<file path="config.mk">
export PLATFORM = sky130hd
export DESIGN_NAME = byteq_fifo
export DESIGN_NICKNAME = d
export VERILOG_FILES = /design/src/rtl/byteq_pkg.sv /design/src/rtl/byteq_ctrl.sv /design/src/rtl/byteq_data.sv /design/src/rtl/byteq_fifo.sv
export SDC_FILE = /design/constraint.sdc
export NUM_CORES = 1
export LEC_CHECK = 0
export ABC_AREA = 1
export BUFFER_PORTS_ARGS = -buffer_cell sky130_fd_sc_hd__buf_2
export CORE_ASPECT_RATIO = 0.5
export CORE_UTILIZATION = 55
export DETAILED_ROUTE_END_ITERATION = 8
export PLACE_DENSITY = 0.74
export SLEW_MARGIN = 20
export SYNTH_ARGS = -nofsm -noshare
export SYNTH_HDL_FRONTEND = slang
export SYNTH_SLANG_ARGS = --single-unit
</file>
<file path="constraint.sdc">
create_clock -name clk -period 2.45 [get_ports clk]
set_input_delay 0.49 -clock clk [delete_from_list [all_inputs] [get_ports clk]]
set_output_delay 0.49 -clock clk [all_outputs]
set_load 0.05 [all_outputs]
</file>
<file path="src/rtl/byteq_pkg.sv">
package byteq_pkg;
  typedef struct packed {
    logic store;      // write the input byte at the write address
    logic pop;        // load the byte at the read address into rdData
    logic emptyRead;  // read of an empty queue: load all ones
  } byteq_stb_t;
endpackage

</file>
<file path="src/rtl/byteq_ctrl.sv">
module byteq_ctrl #(
  parameter int DEPTH = 8,
  localparam int PTR_W = $clog2(DEPTH),
  localparam int CNT_W = $clog2(DEPTH + 1)
) (
  input  logic                clk,
  input  logic                rstN,
  input  logic                flush,
  input  logic                wrEn,
  input  logic                rdEn,
  output byteq_pkg::byteq_stb_t stb,
  output logic [PTR_W-1:0]    wrAddr,
  output logic [PTR_W-1:0]    rdAddr,
  output logic [CNT_W-1:0]    count,
  output logic                empty,
  output logic                full
);
  localparam logic [CNT_W-1:0] CNT_MAX = CNT_W'(DEPTH);

  generate
    if (DEPTH < 2 || (DEPTH & (DEPTH - 1)) != 0) begin : g_bad_depth
      $error("byteq_ctrl: DEPTH must be a power of two, at least 2");
    end
  endgenerate

  logic [PTR_W-1:0] wrPtr, rdPtr;
  logic [CNT_W-1:0] cnt;
  logic isEmpty, isFull, doWrite, doRead, emptyRd, dropOldest;

  assign isEmpty    = (cnt == '0);
  assign isFull     = (cnt == CNT_MAX);
  assign doWrite    = wrEn && !flush;
  assign doRead     = rdEn && !flush && !isEmpty;
  assign emptyRd    = rdEn && !flush && isEmpty;
  assign dropOldest = doWrite && isFull && !doRead;

  always_ff @(posedge clk or negedge rstN) begin
    if (!rstN) begin
      wrPtr <= '0;
      rdPtr <= '0;
      cnt   <= '0;
    end else if (flush) begin
      wrPtr <= '0;
      rdPtr <= '0;
      cnt   <= '0;
    end else begin
      if (doWrite) wrPtr <= wrPtr + 1'b1;
      if (doRead || dropOldest) rdPtr <= rdPtr + 1'b1;
      if (doWrite && !doRead && !isFull) cnt <= cnt + 1'b1;
      else if (doRead && !doWrite) cnt <= cnt - 1'b1;
    end
  end

  assign stb.store     = doWrite;
  assign stb.pop       = doRead;
  assign stb.emptyRead = emptyRd;
  assign wrAddr = wrPtr;
  assign rdAddr = rdPtr;
  assign count  = cnt;
  assign empty  = isEmpty;
  assign full   = isFull;


  count_range_chk: assert property (@(posedge clk) disable iff (!rstN)
    cnt <= CNT_MAX);

  flush_clear_chk: assert property (@(posedge clk) disable iff (!rstN)
    flush |=> (cnt == '0));

  full_write_chk: assert property (@(posedge clk) disable iff (!rstN)
    (wrEn && !rdEn && !flush && cnt == CNT_MAX) |=> (cnt == CNT_MAX));

  empty_read_chk: assert property (@(posedge clk) disable iff (!rstN)
    (rdEn && !wrEn && !flush && cnt == '0) |=> (cnt == '0));

  both_strobe_chk: assert property (@(posedge clk) disable iff (!rstN)
    (rdEn && wrEn && !flush && cnt != '0) |=> $stable(cnt));

  empty_both_chk: assert property (@(posedge clk) disable iff (!rstN)
    (rdEn && wrEn && !flush && cnt == '0) |=> (cnt == CNT_W'(1)));
endmodule

</file>
<file path="src/rtl/byteq_data.sv">
module byteq_data #(
  parameter int DEPTH = 8,
  parameter int WIDTH = 8,
  localparam int PTR_W = $clog2(DEPTH)
) (
  input  logic                  clk,
  input  logic                  rstN,
  input  byteq_pkg::byteq_stb_t stb,
  input  logic [PTR_W-1:0]      wrAddr,
  input  logic [PTR_W-1:0]      rdAddr,
  input  logic [WIDTH-1:0]      wrData,
  output logic [WIDTH-1:0]      rdData
);
  logic [WIDTH-1:0] mem [DEPTH];
  logic [WIDTH-1:0] rdReg;

  always_ff @(posedge clk) begin
    if (stb.store) mem[wrAddr] <= wrData;
  end

  always_ff @(posedge clk or negedge rstN) begin
    if (!rstN)              rdReg <= '1;
    else if (stb.pop)       rdReg <= mem[rdAddr];
    else if (stb.emptyRead) rdReg <= '1;
  end

  assign rdData = rdReg;


  rd_hold_chk: assert property (@(posedge clk) disable iff (!rstN)
    (!stb.pop && !stb.emptyRead) |=> $stable(rdData));

  empty_value_chk: assert property (@(posedge clk) disable iff (!rstN)
    stb.emptyRead |=> (rdData == '1));
endmodule

</file>
<file path="src/rtl/byteq_fifo.sv">
module byteq_fifo #(
  parameter int DEPTH = 8,
  parameter int WIDTH = 8,
  localparam int PTR_W = $clog2(DEPTH),
  localparam int CNT_W = $clog2(DEPTH + 1)
) (
  input  logic             clk,
  input  logic             rstN,
  input  logic             flush,
  input  logic             wrEn,
  input  logic [WIDTH-1:0] wrData,
  input  logic             rdEn,
  output logic [WIDTH-1:0] rdData,
  output logic [CNT_W-1:0] count,
  output logic             empty,
  output logic             full
);
  byteq_pkg::byteq_stb_t stb;
  logic [PTR_W-1:0] wrAddr, rdAddr;

  byteq_ctrl #(.DEPTH(DEPTH)) uCtrl (
    .clk(clk), .rstN(rstN), .flush(flush), .wrEn(wrEn), .rdEn(rdEn),
    .stb(stb), .wrAddr(wrAddr), .rdAddr(rdAddr),
    .count(count), .empty(empty), .full(full)
  );

  byteq_data #(.DEPTH(DEPTH), .WIDTH(WIDTH)) uData (
    .clk(clk), .rstN(rstN), .stb(stb), .wrAddr(wrAddr), .rdAddr(rdAddr),
    .wrData(wrData), .rdData(rdData)
  );
endmodule

</file>
==> results.toml <==
[outcome]
status = "complete, no violations"

[detailed_routing]
drt_iter0_drc = 302
drt-vias-per-instance = 5.56
wirelength_um = 7550
vias = 2484
remaining_drc_errors = 0
post_drt_wl_per_cell_um = 16.9
dr.pass1.iters = 5
ant_nets = 0

[global_routing]
antenna_found_initial = 0
grt_pass1_vias = 2432
gr-total-overflow = 0
grt_pass1_wl_um = 12200
grt_max_degree = 36
grtUsageTotal_pct = 25.8

[sta]
rsz0062_at_grt = "false"
hold_viol_final = 0
setup_violations = 0
fin_skew_ps = 4.31
period_minus_slack_ps = 1930
clock.fmax_mhz = 518
worst_pin_slew_ps = 395
fin_setup_tns_ps = 0
drv_slew = 0
slew_headroom_pct = 73.6
timing.final.crit_share_pct = 78.8
holdWs_ps = 74.4

[yosys]
yosysWarnings = 0
synth_fp_nets = 337
synth_top_area_cell = "edfxtp_1"
synth_cell_types = 26
ys_ff_latch = 82
ys_top_cells_by_area = "edfxtp_1 (55%), nand3_1 (9.6%), nand2_1 (9.4%)"
avgSynthCellArea_um2 = 11.0
synth_cells = 319
syn_area_um2 = 3500
synth_top_area_share_pct = 54.8
ys_seq_area_share_pct = 68.0

[placement]
hpwl_um = 4780
gp_congestion = 0.817
placed_area_um2 = 3780
port_buffers = 26

[clock_network]
hold_buffers = 0
cts_tree = "yes"
clock_sinks = 82
htree_levels = 3
cts_buffer_depth = 2
clkTransAtPathRegs_ps = 60
cts_buffers = 9
post_cts_resized = 0
cts_setup_buffers = 0
clk_latency_ps = 330
cts-root-buf = "clkbuf_16"

[setup_path]
worstReg2RegEnd = "uCtrl.count[3]$_DFFE_PN0P_"
arrival_ps = 1440
r2r_setup_slack_ps = 560
crit_path_start_kind = "register"
critPathKind = "reg2out"
cp_cell_sequence = "inv_1 > nor2_2 > nand2_1 > inv_1 > buf_2"
r2r_start = "uCtrl.count[1]$_DFFE_PN0P_"
crit_required_ps = 1960
crit_path_max_incr_delay_ps = 420
endpoint_kind = "output pin"
crit_slowest_cell = "dfrtp_1"
path_common_cell = "inv_1"
crit_fanout = 6
r2r_cells = 12

[layout]
design_area_um2 = 4080
fillers = 439
area_delta_synth_final_pct = 16.4
layout_common_cells = "nand2_1 (88), nand3_1 (67), edfxtp_1 (64)"
final_layout_size_suffix_gt1_share_pct = 20.1
final_common_cell = "nand2_1"
nNetsFinal = 375
num_antenna_cells = 0

[hold_path]
hold_class = "in2async"

[power]
vdd_ir_drop_max_mv = 0.396
power_density_nw_per_um2 = 1070
p_leak_nw = 1.63

[floorplanning]
die_area_um2 = 6710
die_x_um = 115
io_pins = 27
num_rows = 20
start_util_pct = 57.4
coreArea_um2 = 6110
fp.dieH_um = 58.4

[run]
maxCapViolations = 0
layout make-up:
type | instances | area, um2 | area share [%]
tap | 88 | 110 | 2.70
clock buffer | 9 | 225 | 5.52
clock inverter | 4 | 70.1 | 1.72
timing repair buffer | 38 | 220 | 5.40
multi-input combinational | 198 | 962 | 23.6
sequential | 82 | 2380 | 58.4
inverter | 28 | 108 | 2.64
per-stage QoR:
stage | power [mW] | util (%) | cells | worst slack (ps)
after CTS | 4.39 | 66.8 | 447 | 505
after detailed placement | 3.03 | 61.9 | 434 | 406
final | 4.37 | 66.8 | 447 | 518
after floorplan | 2.74 | - | 319 | 435
after global routing | 4.59 | 66.8 | 447 | 365
after global placement | 2.98 | 61.9 | 434 | 478
how the worst max path moves through the flow:
| stage | from | end | slack [ps] | cells after the start |
|---|---|---|---|---|
| 2_1_floorplan | uCtrl.count[3]$_DFFE_PN0P_ | uCtrl.count[3]$_DFFE_PN0P_ | 440 | 12 |
| 3_3_place_gp | flush | uCtrl.count[3]$_DFFE_PN0P_ | 480 | 13 |
| 3_5_place_dp | flush | uCtrl.count[3]$_DFFE_PN0P_ | 410 | 13 |
| 4_1_cts | uCtrl.count[1]$_DFFE_PN0P_ | full | 510 | 4 |
| 5_1_grt | uCtrl.count[1]$_DFFE_PN0P_ | uCtrl.count[3]$_DFFE_PN0P_ | 360 | 12 |
| 6_report | uCtrl.count[3]$_DFFE_PN0P_ | full | 520 | 5 |
power breakdown:
part,switching (mW),internal [mW],total (mW)
Sequential,0.0829,1.65,1.73
Combinational,0.949,0.331,1.28
Clock,0.488,0.870,1.36
per-layer routing:
layer  up-vias  GRT usage, %  wire length [um]
met5         -             0                 0
met1      1195          34.2              3320
met4         0          13.2               163
met2       113          38.1              3420
met3        17          9.37               651
li1       1159             -                 -
critical path, delay by kind of cell (launching register included):
| kind | cells | cell delay (ps) |
|---|---|---|
| flops | 1 | 420 |
| simple gates | 2 | 270 |
| buf+inv | 3 | 420 |
synth_stat cells, drive strengths merged:
cell type  instances
ha                 4
o31ai              1
inv               28
fa                 1
edfxtp            64
xnor2              1
nand3             68
o21ai             14
a21o               1
nor2              12
buf                7
nand2             91
clkbuf             4
dfstp              8
dfrtp             10
a21oi              5
cells by family (layout without fill, tap and decap cells):
| family | Yosys count | in the layout | share of synthesized area [%] |
|---|---|---|---|
| simple gates | 171 | 171 | 21.8 |
| flops | 82 | 82 | 68.0 |
| xor+xnor | 1 | 1 | 0.250 |
| compound gates | 21 | 21 | 3.36 |
| fa+ha+maj | 5 | 5 | 2.00 |
| buf+inv | 39 | 79 | 4.57 |
registers in the layout (all words and copies together) (netlist names):
| register | cells |
|---|---|
| uCtrl.wrAddr | 3 |
| uCtrl.count | 4 |
| uData.rdData | 8 |
| uData.mem | 64 |
| uCtrl.rdAddr | 3 |
Power figures use the tool's default switching activity.
